$ cat config.mk
export PLATFORM = sky130hd
export DESIGN_NAME = sdram_dq_path
export DESIGN_NICKNAME = d
export VERILOG_FILES = /design/src/rtl/sdp_pkg.sv /design/src/rtl/sdp_burst_seq.sv /design/src/rtl/sdp_rd_path.sv /design/src/rtl/sdp_wr_path.sv /design/src/rtl/sdram_dq_path.sv
export SDC_FILE = /design/constraint.sdc
export NUM_CORES = 1
export LEC_CHECK = 0
export ABC_AREA = 1
export BUFFER_PORTS_ARGS = -buffer_cell sky130_fd_sc_hd__clkbuf_2
export CAP_MARGIN = 0
export CORE_ASPECT_RATIO = 0.5
export CORE_UTILIZATION = 26
export CTS_CLUSTER_DIAMETER = 120
export DETAILED_ROUTE_END_ITERATION = 8
export GPL_TIMING_DRIVEN = 0
export HOLD_SLACK_MARGIN = 0.15
export PLACE_DENSITY = 0.51
export SLEW_MARGIN = 20
export SYNTH_ARGS = -nofsm -noshare
export SYNTH_HDL_FRONTEND = slang
export SYNTH_SLANG_ARGS = --single-unit
$ cat constraint.sdc
create_clock -name clk -period 3.9 [get_ports clk]
set_clock_uncertainty 0.1 [all_clocks]
set_input_delay 0.78 -clock clk [delete_from_list [all_inputs] [get_ports clk]]
set_output_delay 0.78 -clock clk [all_outputs]
set_load 0.005 [all_outputs]
$ cat src/rtl/sdp_pkg.sv
// Shared definitions for the SDRAM data path.
// Assumes burst lengths are limited to 1, 2, 4 and 8 beats.
package sdp_pkg;

    localparam int unsigned BL_CODE_W = 2;
    localparam int unsigned BEAT_CNT_W = 3;

    typedef enum logic [BL_CODE_W-1:0] {
        BURST_1 = 2'd0,
        BURST_2 = 2'd1,
        BURST_4 = 2'd2,
        BURST_8 = 2'd3
    } burst_code_e;

    // Beats remaining after the first one, for a burst-length code.
    function automatic logic [BEAT_CNT_W-1:0] extra_beats(input logic [BL_CODE_W-1:0] code);
        case (burst_code_e'(code))
            BURST_1: extra_beats = 3'd0;
            BURST_2: extra_beats = 3'd1;
            BURST_4: extra_beats = 3'd3;
            default: extra_beats = 3'd7;
        endcase
    endfunction

endpackage

$ cat src/rtl/sdp_burst_seq.sv
// Burst beat generator: marks every clock that carries a beat of the
// current burst. A new issue restarts the count, which truncates the
// burst in flight. Assumes the code is valid while issue is high.
module sdp_burst_seq
    import sdp_pkg::*;
#(
    parameter int unsigned CNT_W = BEAT_CNT_W
) (
    input  logic                 clk,
    input  logic                 rst_n,
    input  logic                 issue,
    input  logic [BL_CODE_W-1:0] bl_code,
    output logic                 beat
);

    logic [CNT_W-1:0] remain_q;

    // Count the beats still owed after the issuing clock.
    always_ff @(posedge clk) begin
        if (!rst_n) begin
            remain_q <= '0;
        end else if (issue) begin
            remain_q <= CNT_W'(extra_beats(bl_code));
        end else if (remain_q != '0) begin
            remain_q <= remain_q - 1'b1;
        end
    end

    assign beat = issue | (remain_q != '0);

endmodule

$ cat src/rtl/sdp_rd_path.sv
// Read side: delays the read-beat marks and masks, returns the next
// value the mask pins need for reads (two clocks ahead of the data),
// raises the turnaround hold-off for the write side, and captures
// dq_in after the CAS latency. Assumes cl3 is stable during reads.
module sdp_rd_path #(
    parameter int unsigned DATA_W = 16,
    parameter int unsigned BYTE_W = 8,
    parameter int unsigned MAX_CL = 3
) (
    input  logic                       clk,
    input  logic                       rst_n,
    input  logic                       beat,
    input  logic [DATA_W/BYTE_W-1:0]   rd_mask,
    input  logic                       cl3,
    input  logic [DATA_W-1:0]          dq_in,
    output logic [DATA_W/BYTE_W-1:0]   rd_dqm,
    output logic                       hold_off,
    output logic                       rd_valid,
    output logic [DATA_W-1:0]          rd_data,
    output logic [DATA_W/BYTE_W-1:0]   rd_masked
);

    localparam int unsigned MASK_W = DATA_W / BYTE_W;
    localparam int unsigned DEPTH  = MAX_CL + 1;

    logic [DEPTH-1:0]  vld_pipe;
    logic [MASK_W-1:0] msk_pipe [DEPTH];
    logic [MASK_W-1:0] beat_mask;
    logic              cap_vld;
    logic [MASK_W-1:0] cap_msk;

    assign beat_mask = beat ? rd_mask : '0;

    // Shift the beat marks and their masks one stage per clock.
    always_ff @(posedge clk) begin
        if (!rst_n) begin
            vld_pipe <= '0;
            for (int s = 0; s < DEPTH; s++) msk_pipe[s] <= '0;
        end else begin
            vld_pipe    <= {vld_pipe[DEPTH-2:0], beat};
            msk_pipe[0] <= beat_mask;
            for (int s = 1; s < DEPTH; s++) msk_pipe[s] <= msk_pipe[s-1];
        end
    end

    // Pick the stage that lines up with the data edge for the latency.
    assign cap_vld = cl3 ? vld_pipe[MAX_CL]   : vld_pipe[MAX_CL-1];
    assign cap_msk = cl3 ? msk_pipe[MAX_CL]   : msk_pipe[MAX_CL-1];

    // Mask pins act two clocks early: latency 2 needs the live mask.
    assign rd_dqm = cl3 ? msk_pipe[0] : beat_mask;

    // Bus belongs to the memory from CL-1 clocks after a read beat.
    assign hold_off = beat | vld_pipe[0] | vld_pipe[1] | (cl3 & vld_pipe[2]);

    // Register the valid strobe and the masked flags.
    always_ff @(posedge clk) begin
        if (!rst_n) begin
            rd_valid  <= 1'b0;
            rd_masked <= '0;
        end else begin
            rd_valid  <= cap_vld;
            rd_masked <= cap_vld ? cap_msk : '0;
        end
    end

    for (genvar b = 0; b < MASK_W; b++) begin : g_lane
        // Capture one byte lane, zeroing it when floated or idle.
        always_ff @(posedge clk) begin
            if (!rst_n) begin
                rd_data[b*BYTE_W +: BYTE_W] <= '0;
            end else if (cap_vld && !cap_msk[b]) begin
                rd_data[b*BYTE_W +: BYTE_W] <= dq_in[b*BYTE_W +: BYTE_W];
            end else begin
                rd_data[b*BYTE_W +: BYTE_W] <= '0;
            end
        end
    end

endmodule

$ cat src/rtl/sdp_wr_path.sv
// Write side and pin registers: launches each write beat with its mask
// on the next clock, and otherwise releases the bus and passes the read
// mask schedule to the mask pins. Assumes hold_off covers every clock
// in which the memory may drive the bus.
module sdp_wr_path #(
    parameter int unsigned DATA_W = 16,
    parameter int unsigned BYTE_W = 8
) (
    input  logic                     clk,
    input  logic                     rst_n,
    input  logic                     beat,
    input  logic                     hold_off,
    input  logic [DATA_W-1:0]        wr_data,
    input  logic [DATA_W/BYTE_W-1:0] wr_mask,
    input  logic [DATA_W/BYTE_W-1:0] rd_dqm,
    output logic                     dq_oe,
    output logic [DATA_W-1:0]        dq_out,
    output logic [DATA_W/BYTE_W-1:0] dqm
);

    logic launch;

    assign launch = beat & ~hold_off;

    // Load the pin registers from a write beat or from the read schedule.
    always_ff @(posedge clk) begin
        if (!rst_n) begin
            dq_oe  <= 1'b0;
            dq_out <= '0;
            dqm    <= '0;
        end else if (launch) begin
            dq_oe  <= 1'b1;
            dq_out <= wr_data;
            dqm    <= wr_mask;
        end else begin
            dq_oe  <= 1'b0;
            dq_out <= '0;
            dqm    <= rd_dqm;
        end
    end

endmodule

$ cat src/rtl/sdram_dq_path.sv
// SDRAM data path top: one burst generator per direction, the read
// capture side and the write/pin side. Assumes issue strobes lead the
// command pins by one clock and cfg_cl3 changes only while idle.
module sdram_dq_path
    import sdp_pkg::*;
#(
    parameter int unsigned DATA_W = 16,
    parameter int unsigned BYTE_W = 8
) (
    input  logic                     clk,
    input  logic                     rst_n,
    input  logic                     cfg_cl3,
    input  logic [BL_CODE_W-1:0]     cfg_bl,
    input  logic                     wr_issue,
    input  logic [DATA_W-1:0]        wr_data,
    input  logic [DATA_W/BYTE_W-1:0] wr_mask,
    input  logic                     rd_issue,
    input  logic [DATA_W/BYTE_W-1:0] rd_mask,
    input  logic [DATA_W-1:0]        dq_in,
    output logic                     dq_oe,
    output logic [DATA_W-1:0]        dq_out,
    output logic [DATA_W/BYTE_W-1:0] dqm,
    output logic                     rd_valid,
    output logic [DATA_W-1:0]        rd_data,
    output logic [DATA_W/BYTE_W-1:0] rd_masked
);

    localparam int unsigned MASK_W = DATA_W / BYTE_W;

    logic              wr_beat;
    logic              rd_beat;
    logic              rd_hold;
    logic [MASK_W-1:0] rd_dqm;

    sdp_burst_seq i_wr_seq (
        .clk     (clk),
        .rst_n   (rst_n),
        .issue   (wr_issue),
        .bl_code (cfg_bl),
        .beat    (wr_beat)
    );

    sdp_burst_seq i_rd_seq (
        .clk     (clk),
        .rst_n   (rst_n),
        .issue   (rd_issue),
        .bl_code (cfg_bl),
        .beat    (rd_beat)
    );

    sdp_rd_path #(
        .DATA_W (DATA_W),
        .BYTE_W (BYTE_W)
    ) i_rd_path (
        .clk       (clk),
        .rst_n     (rst_n),
        .beat      (rd_beat),
        .rd_mask   (rd_mask),
        .cl3       (cfg_cl3),
        .dq_in     (dq_in),
        .rd_dqm    (rd_dqm),
        .hold_off  (rd_hold),
        .rd_valid  (rd_valid),
        .rd_data   (rd_data),
        .rd_masked (rd_masked)
    );

    sdp_wr_path #(
        .DATA_W (DATA_W),
        .BYTE_W (BYTE_W)
    ) i_wr_path (
        .clk      (clk),
        .rst_n    (rst_n),
        .beat     (wr_beat),
        .hold_off (rd_hold),
        .wr_data  (wr_data),
        .wr_mask  (wr_mask),
        .rd_dqm   (rd_dqm),
        .dq_oe    (dq_oe),
        .dq_out   (dq_out),
        .dqm      (dqm)
    );

endmodule

==> results.cfg <==
[run_status]
status = finished clean

[timing]
max_freq_mhz = 625
slew_headroom = 0.730
tightest_slew_ps = 405
maxSlewViolCount = 0
hold_viol = 0
grt_setup_unrepaired = false
fin_crit_ps = 1600
setup_viol = 0
period_share = 0.410
fin_setup_tns_ps = 0
whs_ps = 316

[synthesis]
ys.warnings.count = 0
synth_area_leader_cell = dfxtp_1
syn_nets = 274
yosysSeqAreaShare = 0.579
synth.area.top_cells = dfxtp_1, inv_1, nor2_1
yosys_register_bits = 56
synth.top_cell.area_share = 0.579
netlist_instances = 227
synth_area_um2 = 1940
ys_types = 20
syn_avg_cell_area_um2 = 8.53

[clock_network]
cts_htree_levels = 2
clkTransAtPathRegs_ps = 70
cts_setup_buffers = 0
cts_tree = built
clk_path_buf_depth = 2
cts_resized = 0
cts.sinks = 56
clock_latency_ps = 290
cts_made_buffers = 5
cts_root_buf = clkbuf_16
hold_buffers = 0

[hold_path]
min_path_type = flop to flop
whs_path_depth = 2
min_delay_worst_endpoint = i_rd_path.msk_pipe[2][0]
hold_start = i_rd_path.msk_pipe[1][0]

[route]
totalWireLength_mm = 3.76
first_pass_iters = 4
drc = 0
postRouteAntennaNets = 0
drt_iter0_markers = 52
vias = 1541
viasPerCell = 3.80
routedWlPerCell_um = 9.28

[place]
gp_congestion = 0.730
dpl_cell_area_um2 = 2440
post-dp-hpwl_mm = 2.99
dp.cells = 397
port_buffers = 78

[power]
p_leak_nw = 1.47
clkPwrFrac = 0.407
power_density_nw_per_um2 = 472
swShare = 0.228
power_frac_seq = 0.491
ir_drop_v = 0.000171
power_mw = 1.23
p_comb_frac = 0.102
p_switching_uw = 280
p_int_uw = 952

[setup_path]
timing.critical_path.to_type = primary output
cp_slowest_cell = dfxtp_1
timing.rr.end = i_wr_path.dq_out[6]
crit_arrival_ps = 720
critPathMaxStageDelay_ps = 320
rr_worst_depth = 9
worst-path-buf-inv = 1
r2r_start = i_rd_seq.remain_q[1]
cp_top_family = flip-flops
cp-start-kind = flop
path_max_fanout = 1
critPathRequiredTime_ps = 3020
worstPathCellList = clkbuf_2
critical_path_class = flop to primary output
r2r_slack_ps = 2380

[cells_and_area]
fin_area_um2 = 2610
drive_gt1_frac = 0.345
diodes = 0
area_growth_syn_to_layout_pct = 34.8
fin_cells = 405
nets = 359

[job]
drv_cap = 0

[floorplan]
dieHeight_um = 63.0
die_x_um = 124
core_area_um2 = 6940
rows = 21
die-area_um2 = 7810
start_util = 0.279
io_pins = 81

[global_routing]
grt_pass1_wl_mm = 6.12
grt.total_usage = 0.103
grt_max_degree = 18
antenna_found_initial = 0
grt.overflow.total = 0
grt_pass1_vias = 1456
## synthesized netlist by cell type
master / instances
buf_2: 2
buf_6: 1
dfxtp_1: 56
xor2_1: 1
inv_1: 57
mux2i_1: 2
xnor2_1: 1
nand2_2: 2
nor2_1: 37
a21oi_1: 8
nand2_4: 3
nand2_1: 26
or2_2: 1
ha_1: 4
nand4_1: 2
clkbuf_1: 1
nor2_4: 3
nor2_2: 10
o21ai_0: 7
nand3_1: 3
## per-stage QoR
step                      worst slack [ps]   util
after detailed placement              2050  0.352
after global routing                  2250  0.376
after CTS                             2280  0.376
after floorplan                       2210      -
after global placement                2080  0.352
final                                 2300  0.376
## layout by cell type, fill, tap and decap left out
cell        synthesis  layout
dfxtp_1            56      56
inv_1              57      57
a21oi_1             8       8
or2_2               1       1
o21ai_0             7       7
nor2_4              3       3
buf_6               1       1
buf_2               2       2
clkbuf_16           0       5
nand2_1            26      26
bufinv_16           0       1
clkinvlp_4          0       1
nor2_1             37      37
nor2_2             10      10
nand3_1             3       3
xnor2_1             1       1
nand2_4             3       3
clkbuf_2            0      78
xor2_1              1       1
clkinv_2            0       1
nand2_2             2       2
ha_1                4       4
mux2i_1             2       2
nand4_1             2       2
clkbuf_1            1       1
## cell type report
cell class	count	area, um^2
Fill cell	719	4330
Sequential cell	56	1120
Multi-Input combinational cell	110	576
Timing Repair Buffer	78	390
Inverter	57	214
Clock buffer	5	125
Tap cell	92	115
Clock inverter	3	42.5
Buffer	4	25.0
## worst max path at each step
stage	to	cells after the start	start
floorplan	i_wr_path.dq_out[1]	7	cfg_cl3
finish	dq_out[6]	1	i_wr_path.dq_out[6]
CTS	dq_out[6]	1	i_wr_path.dq_out[6]
detailed placement	i_wr_path.dq_oe	8	wr_issue
global route	i_wr_path.dq_out[6]	9	i_rd_seq.remain_q[1]
global placement	i_wr_path.dq_oe	8	wr_issue
## logic make-up (layout without fill, tap and decap cells)
group                    after synthesis  count (layout)  share of synthesized area
multiplexers                           2               2                     0.0103
adder cells (fa/ha/maj)                4               4                     0.0259
flip-flops                            56              56                      0.579
AO/OA/AOI/OAI                         15              15                     0.0388
AND/OR/NAND/NOR                       87              87                      0.213
buffers and inverters                 61             147                      0.123
XOR/XNOR                               2               2                    0.00905
## registers in the layout, summed over array words and instances, names as in the netlist
register             flops
i_wr_seq.remain_q        3
i_rd_path.vld_pipe       4
i_wr_path.dq_out        16
i_wr_path.dqm            2
i_rd_path.rd_data       16
i_rd_path.rd_masked      2
i_rd_path.rd_valid       1
i_rd_path.msk_pipe       8
i_rd_seq.remain_q        3
i_wr_path.dq_oe          1
## power groups by stage
| stage | registers (mW) | logic, mW | clock network, mW |
|---|---|---|---|
| 6_report | 0.605 | 0.126 | 0.502 |
| 5_1_grt | 0.608 | 0.146 | 0.541 |
| 3_3_place_gp | 0.617 | 0.124 | 0 |
| 3_5_place_dp | 0.618 | 0.128 | 0 |
| 4_1_cts | 0.605 | 0.128 | 0.520 |
| 2_1_floorplan | 0.618 | 0.0791 | 0 |
## layer usage
metal  global-route usage  part of all wire  up-vias
met3               0.0401             0.058        7
met2                0.181              0.49       35
met5                    0                 0        -
met4               0.0446             0.016        0
li1                     -                 -      820
met1                0.110              0.44      679
(Power assumes the default switching activity.)
